--- config.mk ---
export PLATFORM = sky130hd
export DESIGN_NAME = slot_sched
export DESIGN_NICKNAME = d
export VERILOG_FILES = /design/src/rtl/slot_sched_pkg.sv /design/src/rtl/slot_rfsh_gen.sv /design/src/rtl/slot_len_ctr.sv /design/src/rtl/slot_wqueue.sv /design/src/rtl/slot_sched.sv
export SDC_FILE = /design/constraint.sdc
export NUM_CORES = 1
export LEC_CHECK = 0
export ABC_CLOCK_PERIOD_IN_PS = 7790
export BUFFER_PORTS_ARGS = -buffer_cell sky130_fd_sc_hd__buf_2
export CAP_MARGIN = 20
export CELL_PAD_IN_SITES_DETAIL_PLACEMENT = 0
export CELL_PAD_IN_SITES_GLOBAL_PLACEMENT = 1
export CORE_MARGIN = 1.5
export CORE_UTILIZATION = 45
export DETAILED_ROUTE_END_ITERATION = 10
export PLACE_DENSITY_LB_ADDON = 0.1
export SYNTH_ARGS = -nofsm -noshare
export SYNTH_HDL_FRONTEND = slang
export SYNTH_HIERARCHICAL = 1
export SYNTH_SLANG_ARGS = --single-unit
--- constraint.sdc ---
create_clock -name clk -period 7.79 [get_ports clk]
set_input_delay 0 -clock clk [delete_from_list [all_inputs] [get_ports clk]]
set_output_delay 0 -clock clk [all_outputs]
set_load 0.05 [all_outputs]
--- src/rtl/slot_sched_pkg.sv ---
package slot_sched_pkg;

  // Line mode as seen by the refresh decoder.
  typedef enum logic [1:0] {
    MODE_NARROW_ON  = 2'b00,
    MODE_NARROW_OFF = 2'b01,
    MODE_WIDE_ON    = 2'b10,
    MODE_WIDE_OFF   = 2'b11
  } line_mode_e;

  function automatic line_mode_e mode_of(input logic wide, input logic disp);
    return line_mode_e'({wide, ~disp});
  endfunction

  // Refresh position decode: one case per line mode.
  function automatic logic rfsh_hit(input int idx, input line_mode_e m);
    logic hit;
    hit = 1'b0;
    case (m)
      MODE_WIDE_OFF:   hit = (idx == 37) || (idx == 69) || (idx == 102) ||
                             (idx == 133) || (idx == 165) || (idx == 197);
      MODE_WIDE_ON:    hit = (idx == 26) || (idx == 58) || (idx == 90) ||
                             (idx == 122) || (idx == 154);
      MODE_NARROW_OFF: hit = (idx == 37) || (idx == 69) || (idx == 101) ||
                             (idx == 133) || (idx == 165);
      MODE_NARROW_ON:  hit = (idx == 26) || (idx == 58) || (idx == 90) ||
                             (idx == 122);
      default:         hit = 1'b0;
    endcase
    return hit;
  endfunction

  // Ring pointer advance for a queue of arbitrary depth.
  function automatic int ptr_step(input int p, input int depth);
    return (p == depth - 1) ? 0 : p + 1;
  endfunction

  // Queue occupancy after one slot.
  function automatic int occ_next(input int occ, input logic push, input logic pop);
    return occ + (push ? 1 : 0) - (pop ? 1 : 0);
  endfunction

endpackage

--- src/rtl/slot_rfsh_gen.sv ---
module slot_rfsh_gen
  import slot_sched_pkg::*;
#(
  parameter int SLOT_W = 8
) (
  input  logic              clk,
  input  logic              rst_n,
  input  logic              slot_en,
  input  logic [SLOT_W-1:0] slot_idx,
  input  logic              disp_on,
  input  logic              wide_mode,
  output logic              refresh_stb,
  output logic              post_rfsh
);

  line_mode_e mode;
  logic       hit;

  always_comb begin
    mode        = mode_of(wide_mode, disp_on);
    hit         = rfsh_hit(int'(slot_idx), mode);
    refresh_stb = slot_en && hit;
  end

  // Marks the slot after a refresh, whose source read is also lost.
  always_ff @(posedge clk) begin
    if (!rst_n) begin
      post_rfsh <= 1'b0;
    end else if (slot_en) begin
      post_rfsh <= refresh_stb;
    end
  end

endmodule

--- src/rtl/slot_len_ctr.sv ---
module slot_len_ctr #(
  parameter int LEN_W = 16
) (
  input  logic             clk,
  input  logic             rst_n,
  input  logic             start,
  input  logic [LEN_W-1:0] len_in,
  input  logic             dst_word_in,
  input  logic             rd,
  output logic [LEN_W-1:0] len_left,
  output logic             dst_word_q,
  output logic             held
);

  assign held = (len_left != '0);

  always_ff @(posedge clk) begin
    if (!rst_n) begin
      len_left   <= '0;
      dst_word_q <= 1'b1;
    end else if (start && !held) begin
      len_left   <= len_in;
      dst_word_q <= dst_word_in;
    end else if (rd && held) begin
      len_left   <= len_left - 1'b1;
    end
  end

endmodule

--- src/rtl/slot_wqueue.sv ---
module slot_wqueue
  import slot_sched_pkg::*;
#(
  parameter int DATA_W = 16,
  parameter int DEPTH  = 4,
  parameter int LAT    = 3
) (
  input  logic                        clk,
  input  logic                        rst_n,
  input  logic                        slot_en,
  input  logic                        blocked,
  input  logic                        dst_word,
  input  logic                        push,
  input  logic [DATA_W-1:0]           push_data,
  output logic                        wr,
  output logic                        wr_hi,
  output logic [DATA_W-1:0]           wr_data,
  output logic                        pop,
  output logic [$clog2(DEPTH+1)-1:0]  occ,
  output logic                        has_room
);

  localparam int PTR_W = (DEPTH > 1) ? $clog2(DEPTH) : 1;
  localparam int CNT_W = $clog2(DEPTH + 1);
  localparam int AGE_W = $clog2(LAT + 1);

  logic [DATA_W-1:0] store [DEPTH];
  logic [AGE_W-1:0]  age   [DEPTH];
  logic [PTR_W-1:0]  wp, rp;
  logic              half_q;
  logic              head_ready;

  assign has_room   = (occ < CNT_W'(DEPTH));
  assign head_ready = (occ != '0) && (age[rp] >= AGE_W'(LAT));
  assign wr         = slot_en && !blocked && head_ready;
  assign wr_hi      = !dst_word && !half_q;
  assign wr_data    = store[rp];
  assign pop        = wr && (dst_word || half_q);

  // Per-entry age counters: set on entry, saturate at the latency.
  for (genvar i = 0; i < DEPTH; i++) begin : g_entry
    always_ff @(posedge clk) begin
      if (!rst_n) begin
        age[i] <= '0;
      end else if (push && (wp == PTR_W'(i))) begin
        age[i] <= AGE_W'(1);
      end else if (slot_en && (age[i] != '0) && (age[i] < AGE_W'(LAT))) begin
        age[i] <= age[i] + 1'b1;
      end
    end

    always_ff @(posedge clk) begin
      if (push && (wp == PTR_W'(i))) begin
        store[i] <= push_data;
      end
    end
  end

  always_ff @(posedge clk) begin
    if (!rst_n) begin
      wp     <= '0;
      rp     <= '0;
      occ    <= '0;
      half_q <= 1'b0;
    end else begin
      if (push) wp <= PTR_W'(ptr_step(int'(wp), DEPTH));
      if (pop)  rp <= PTR_W'(ptr_step(int'(rp), DEPTH));
      occ <= CNT_W'(occ_next(int'(occ), push, pop));
      if (wr && !dst_word) half_q <= !half_q;
    end
  end

endmodule

--- src/rtl/slot_sched.sv ---
module slot_sched
  import slot_sched_pkg::*;
#(
  parameter int SLOT_W = 8,
  parameter int LEN_W  = 16,
  parameter int DATA_W = 16,
  parameter int DEPTH  = 4,
  parameter int LAT    = 3
) (
  input  logic              clk,
  input  logic              rst_n,
  input  logic              slot_en,
  input  logic [SLOT_W-1:0] slot_idx,
  input  logic              disp_on,
  input  logic              wide_mode,
  input  logic              dst_word,
  input  logic              dma_start,
  input  logic [LEN_W-1:0]  dma_len,
  input  logic [DATA_W-1:0] src_data,
  output logic              refresh_stb,
  output logic              src_rd,
  output logic              mem_wr,
  output logic              wr_hi,
  output logic [DATA_W-1:0] wr_data,
  output logic              bus_held
);

  localparam int CNT_W = $clog2(DEPTH + 1);

  // Named internal events, used by the bound checker.
  logic             post_rfsh;
  logic             dst_word_q;
  logic [LEN_W-1:0] len_left;
  logic [CNT_W-1:0] fifo_cnt;
  logic             fifo_room;
  logic             fifo_pop;
  logic             rd_blocked;

  slot_rfsh_gen #(.SLOT_W(SLOT_W)) u_rfsh (
    .clk         (clk),
    .rst_n       (rst_n),
    .slot_en     (slot_en),
    .slot_idx    (slot_idx),
    .disp_on     (disp_on),
    .wide_mode   (wide_mode),
    .refresh_stb (refresh_stb),
    .post_rfsh   (post_rfsh)
  );

  slot_len_ctr #(.LEN_W(LEN_W)) u_len (
    .clk         (clk),
    .rst_n       (rst_n),
    .start       (dma_start),
    .len_in      (dma_len),
    .dst_word_in (dst_word),
    .rd          (src_rd),
    .len_left    (len_left),
    .dst_word_q  (dst_word_q),
    .held        (bus_held)
  );

  // A refresh costs its own read slot and the following one.
  assign rd_blocked = refresh_stb || post_rfsh;
  assign src_rd     = slot_en && bus_held && !rd_blocked && fifo_room;

  slot_wqueue #(.DATA_W(DATA_W), .DEPTH(DEPTH), .LAT(LAT)) u_q (
    .clk       (clk),
    .rst_n     (rst_n),
    .slot_en   (slot_en),
    .blocked   (refresh_stb),
    .dst_word  (dst_word_q),
    .push      (src_rd),
    .push_data (src_data),
    .wr        (mem_wr),
    .wr_hi     (wr_hi),
    .wr_data   (wr_data),
    .pop       (fifo_pop),
    .occ       (fifo_cnt),
    .has_room  (fifo_room)
  );

endmodule

# Word level (Yosys, flattened, before mapping)

Memories as Yosys holds them, arrays and structs flattened. A register that Yosys moved wholly into a read port is not among the register bits.
Index checks and enable logic that the tools add are counted.

Logic and storage cells: 169
Memories: 2
Bits of input ports: 47
Flip-flop bits (word level): 26
Output and inout port bits: 21
Memory bits (writable): 72

Memories:

| name      | words | width | rd ports | clocked after memory_dff | wr ports | RTL line          | text |
|---|---|---|---|---|---|---|---|
| u_q.store | 4     | 16    | 1        | 1                        | 1        | slot_wqueue.sv:27 | `logic [DATA_W-1:0] store [DEPTH];` |
| u_q.age   | 4     | 2     | 5        | 1                        | 4        | slot_wqueue.sv:28 | `logic [AGE_W-1:0] age [DEPTH];` |

Equality and inequality tests: 20
$lt $le $gt $ge: 6
Add/sub/neg operators: 9
Bitwise gates (word level): 9
Reductions and logical operators: 55
Multiplexer cells: 61

Operators with widths:

| operator              | number |
|---|---|
| $mux 16               | 5 |
| $eq 8x8->1 const B    | 8 |
| $reduce_or 16->1      | 3 |
| $mux 1                | 38 |
| $mux 2                | 17 |
| $eq 8x7->1 const B    | 3 |
| $logic_and 1x1->1     | 24 |
| $reduce_bool 16->1    | 1 |
| $sub 16x1->16 const B | 1 |
| $logic_or 1x1->1      | 14 |
| $add 2x1->2 const B   | 6 |
| $reduce_bool 2->1     | 5 |
| $eq 2x1->1 const B    | 4 |
| $eq 2x2->1 const B    | 4 |
| $eq 8x6->1 const B    | 1 |
| $lt 2x2->1 const B    | 4 |
| $or 1x1->1            | 8 |
| $logic_not 1->1       | 5 |
| $logic_not 2->1       | 2 |
| $pmux 1 s4            | 1 |
| $add 3x3->3           | 1 |
| $lt 3x3->1 const B    | 1 |
| $reduce_bool 3->1     | 1 |
| $sub 3x3->3           | 1 |
| 2 further kinds       | 2 |

# Longest topological paths before layout

Depth after elaboration: 19
Gate-level depth with buffers: 13

# Hierarchy

Netlist, hierarchy kept.

Modules (own cells, without submodules):

| module        | area an instance (µm²) | times used | cells each |
|---|---|---|---|
| slot_wqueue   | 3,417.0                | 1          | 199 |
| slot_len_ctr  | 1,012.2                | 1          | 119 |
| slot_rfsh_gen | 135.1                  | 1          | 16 |
| slot_sched    | 15.0                   | 1          | 2 |

# Least setup slack after synthesis

OpenSTA, ideal clock, no wires.

Path kind: register -> register
Start: register u_len.len_left[0]
End: register u_len.len_left[13]
Slack: 4.082 ns
Data arrival time: 3.623 ns
Library setup time: 0.086 ns
Stages on the path, launching flop included: 13
Cells stage by stage: dfxtp_1 > inv_1 > ha_1 > or3b_1 > nor4_4 > nand2_1 > nand3_1 > nor3_2 > or4b_1 > or2_2 > nor4_1 > nor3_1 > a211oi_1

Word-level cells in the longest chain between the ends: 6
Elaborated cells on any way between the ends: 11
Classes of those cells: add/sub (1); mux (2); reduce/logical (8)

RTL lines:

| item                           | RTL line           | text |
|---|---|---|
| start, declared                | slot_len_ctr.sv:10 | `output logic [LEN_W-1:0] len_left,` |
| start signal, assigned         | slot_len_ctr.sv:22 | `len_left <= len_in;` |
| start signal, assigned         | slot_len_ctr.sv:25 | `len_left <= len_left - 1'b1;` |
| $reduce_bool 16->1             | slot_len_ctr.sv:15 | `assign held = (len_left != '0);` |
| via bus_held                   | slot_sched.sv:25   | `output logic bus_held` |
| $logic_and 1x1->1 (3 in a row) | slot_sched.sv:64   | `assign src_rd = slot_en && bus_held && !rd_blocked && fifo_room;` |
| via src_rd                     | slot_sched.sv:21   | `output logic src_rd,` |
| $logic_and 1x1->1              | slot_len_ctr.sv:24 | `end else if (rd && held) begin` |
| $reduce_bool 2->1 (no line)    | n/a                |  |

The timed path passes the listed nets, and every way through them passes these cells. The select of a mux whose other input is x is not followed.
A chain may end at the register's enable or synchronous reset.

# Worst setup path in the final report

Start: register u_len.len_left[0]
End: register u_len.len_left[8]

Word-level cells in the longest chain between the ends: 6
Elaborated cells on any way between the ends: 11
Classes of those cells: add/sub (1); mux (2); reduce/logical (8)

RTL lines:

| item |
|---|
| branches (longest 6 deep; another with $sub 16x1->16) |

Several ways; the timed one is not identified. The select of a mux whose other input is x is not followed.

==> flow_metrics.env <==
export IMPL_status="complete, no violations"
export IMPL_min_path_cells=3
export IMPL_tightest_slew_ps=912.7
export IMPL_ioPinCount=68
export IMPL_clock_latency_ps=360
export IMPL_fillers=856
export IMPL_drv_slew=0
export IMPL_synth_xor_area_share_pct=0.7650
export IMPL_synthAdderAreaFrac_pct=5.328
export IMPL_synth_area_leaders="edfxtp_1 47%, dfxtp_1 12%, mux4_2 5.9%"
export IMPL_syn_nets=401
export IMPL_die_width_um=103.9
export IMPL_nets=498
export IMPL_peakVddDrop_mv=0.1948
export IMPL_clk_pin_slew_ps=100
export IMPL_areaGrowthSynthToFinish_pct=20.00
export IMPL_cts_tree="done"
export IMPL_finClkSkew_ps=8.578
export IMPL_fin_crit_ps=3459
export IMPL_end_kind="flip-flop"
export IMPL_grt_pass1_wl_mm=14.17
export IMPL_cts_buffers=9
export IMPL_netlist_instances=336
export IMPL_route_detailed_drc=0
export IMPL_powerDensity_nw_per_um2=322.8
export IMPL_netlist_area_um2=4579
export IMPL_synth_top_family_by_area="simple AND/OR/NAND/NOR gates"
export IMPL_dpl_cell_area_um2=5000
export IMPL_num_vias=2948
export IMPL_die_area_um2=10790
export IMPL_reg2reg_to="u_len/len_left[8]$_SDFFE_PN0P_"
export IMPL_yosysWarnings=6
export IMPL_power_w=0.001774
export IMPL_p_leak_nw=2.054
export IMPL_antenna_found_initial=0
export IMPL_setup_tns_ps=0
export IMPL_wl_mm=8.587
export IMPL_rows=36
export IMPL_setup_ws_ps=4331
export IMPL_grt_start_max_net_pins=32
export IMPL_holdCritStartpoint="slot_en"
export IMPL_initial_core_util_pct=46.64
export IMPL_first_iter_violations=87
export IMPL_r2r_setup_slack_ps=4330
export IMPL_io_buffers=67
export IMPL_grt_pass1_vias=2968
export IMPL_drtPass1Iterations=4
export IMPL_ys_seq_area_share_pct=59.45
export IMPL_dp_slack_ps=4347
export IMPL_syn_avg_cell_area_um2=13.63
export IMPL_grt_usage_pct=16.73
export IMPL_ant_nets=0
export IMPL_drive_gt1_share_pct=25.11
export IMPL_synth_cell_types=61
export IMPL_path_max_fanout=13
export IMPL_async_flop_share_pct=0
export IMPL_critPathArrivalTime_ps=3750
export IMPL_hold_violations=0
export IMPL_die_height_um=103.9
export IMPL_num_antenna_cells=0
export IMPL_cts_hold_buffers=30
export IMPL_rsz0062_at_grt="false"
export IMPL_hold_end="u_rfsh/post_rfsh$_SDFFE_PN0P_"
export IMPL_clock_root_buffer="clkbuf_8"
export IMPL_yosys_area_top_type="edfxtp_1"
export IMPL_rr_startpoint="u_len/len_left[0]$_SDFFE_PN0P_"
export IMPL_maxCapViolations=0
export IMPL_timing_final_crit_share_pct=44.40
export IMPL_hp_class="in -> reg"
export IMPL_wl_per_cell_um=15.04
export IMPL_slew_headroom_pct=39.07
export IMPL_synthSimpleGateAreaFrac_pct=12.84
export IMPL_synth_compound_area_share_pct=8.115
export IMPL_place_congestion=0.7642
export IMPL_synth_flop_cell="edfxtp_1"
export IMPL_muxShareOfSynthArea_pct=9.508
export IMPL_vias_per_cell=5.163
export IMPL_synth_edf_count=72
export IMPL_core_um2=9819
export IMPL_r2r_cells=12
export IMPL_max_freq_mhz=289.1
export IMPL_cts_setup_buffers=0
export IMPL_synth_ff_latch_count=100
export IMPL_setup_viol_count_final=0
export IMPL_dp_hpwl_mm=5.777
export IMPL_cp_required_ps=8090
export IMPL_design_area_um2=5495
export IMPL_postCtsResizedCells=0
export IMPL_critical_path_class="reg -> reg"
export IMPL_synth_top_area_share_pct=47.21
export IMPL_cts_sinks=100
export IMPL_start_kind="flip-flop"
export IMPL_cts_buffer_depth=2
export IMPL_h_tree_depth=3
export IMPL_grt_overflow=0
-- cells in the final DEF (no fill, tap or decap), types with 3 or more instances in the layout --
cell / n
nand2_1: 24
xnor2_1: 3
or3_1: 4
ha_1: 17
and2_1: 6
inv_1: 24
nand2b_1: 3
nor4_1: 5
a211oi_1: 9
dfxtp_1: 28
a21oi_1: 9
mux2i_1: 6
dlygate4sd3_1: 30
o31ai_1: 3
clkbuf_8: 9
edfxtp_1: 72
o21ai_0: 9
mux4_2: 12
nand3_1: 16
a31oi_1: 4
nor2b_1: 5
buf_2: 67
nor2_1: 14
mux4_1: 4
nor3_1: 8
-- worst max-delay path by stage --
| stage | startpoint | to | slack, ps | cells after the start |
|---|---|---|---|---|
| 6_report | u_len/len_left[0]$_SDFFE_PN0P_ | u_len/len_left[8]$_SDFFE_PN0P_ | 4330 | 12 |
| 5_1_grt | u_len/len_left[0]$_SDFFE_PN0P_ | u_len/len_left[8]$_SDFFE_PN0P_ | 3760 | 12 |
| 4_1_cts | u_len/len_left[0]$_SDFFE_PN0P_ | u_len/len_left[13]$_SDFFE_PN0P_ | 4330 | 12 |
| 3_5_place_dp | u_len/len_left[0]$_SDFFE_PN0P_ | u_len/len_left[13]$_SDFFE_PN0P_ | 4350 | 12 |
| 3_3_place_gp | u_len/len_left[0]$_SDFFE_PN0P_ | u_len/len_left[13]$_SDFFE_PN0P_ | 4430 | 12 |
| 2_1_floorplan | u_len/len_left[0]$_SDFFE_PN0P_ | u_len/len_left[13]$_SDFFE_PN0P_ | 4080 | 12 |
-- synth_stat cells, drive strengths merged (3+ instances only) --
master  number
buf          6
a31oi        4
a21oi       10
nand2       24
a211oi       9
ha          17
nor4         8
mux4        16
or2          3
nor2        14
o31ai        4
nor2b        5
and2         6
or3          5
nor3         9
clkbuf       6
nand2b       3
inv         25
dfxtp       28
o21ai        9
edfxtp      72
nand3       16
xnor2        3
mux2i        6
-- worst max-delay path: stages (launching register included) --
cell       delay [ps]
dfxtp_1           360
inv_1              90
ha_1              190
or3b_1            230
nor4_4             90
nand2_1           160
nand3_1           100
nor3_2            650
nand4bb_1         260
nor4_1            630
o311ai_0          300
xor2_1            200
a21oi_1           150
-- through the flow --
stage | hold slack [ps] | util, % | std cells
4_1_cts | 0.2553 | 55.96 | 571
5_1_grt | 9.578 | 55.96 | 571
3_3_place_gp | 213.7 | 50.92 | 525
2_1_floorplan | 71.83 | - | 336
6_report | 15.08 | 55.96 | 571
3_5_place_dp | 219.1 | 50.92 | 525
-- report_power, final --
| group | switching, W | internal, W |
|---|---|---|
| Combinational | 0.000458 | 0.000238 |
| Sequential | 0.0000677 | 0.000695 |
| Clock | 0.000191 | 0.000124 |
-- state kept, by name, summed over array words and instances, names as in the netlist, named ones only --
register / cells
u_len/dst_word_q: 1
u_len/len_left: 16
u_q/age: 8
u_q/half_q: 1
u_q/occ: 3
u_q/rp: 2
u_q/store: 64
u_q/wp: 2
u_rfsh/post_rfsh: 1
-- cell families (layout without fill, tap and decap cells) --
group | count (synthesis) | in the layout
compound gates | 51 | 51
xor+xnor | 4 | 4
fa+ha+maj | 19 | 19
buf+inv | 37 | 139
flops | 100 | 100
mux | 22 | 22
simple gates | 103 | 103
-- layer usage --
metal / vias up / wire [um] / GRT usage, %
met2: 67 / 4239 / 28.86
met4: 0 / 125 / 5.655
met5: - / 0 / 0
li1: 1470 / - / -
met1: 1399 / 3959 / 21.36
met3: 12 / 264 / 2.945
-- final cells by class --
class | count | area, um2 | share of cell area, %
multi-input cells | 199 | 1674 | 30.46
repair buffers | 98 | 643.1 | 11.70
well taps | 133 | 166.4 | 3.028
flip-flops and latches | 100 | 2723 | 49.54
clock buffers | 9 | 123.9 | 2.254
inverters | 25 | 93.84 | 1.708
clock inverters | 7 | 71.32 | 1.298
Power figures use the tool's default switching activity.
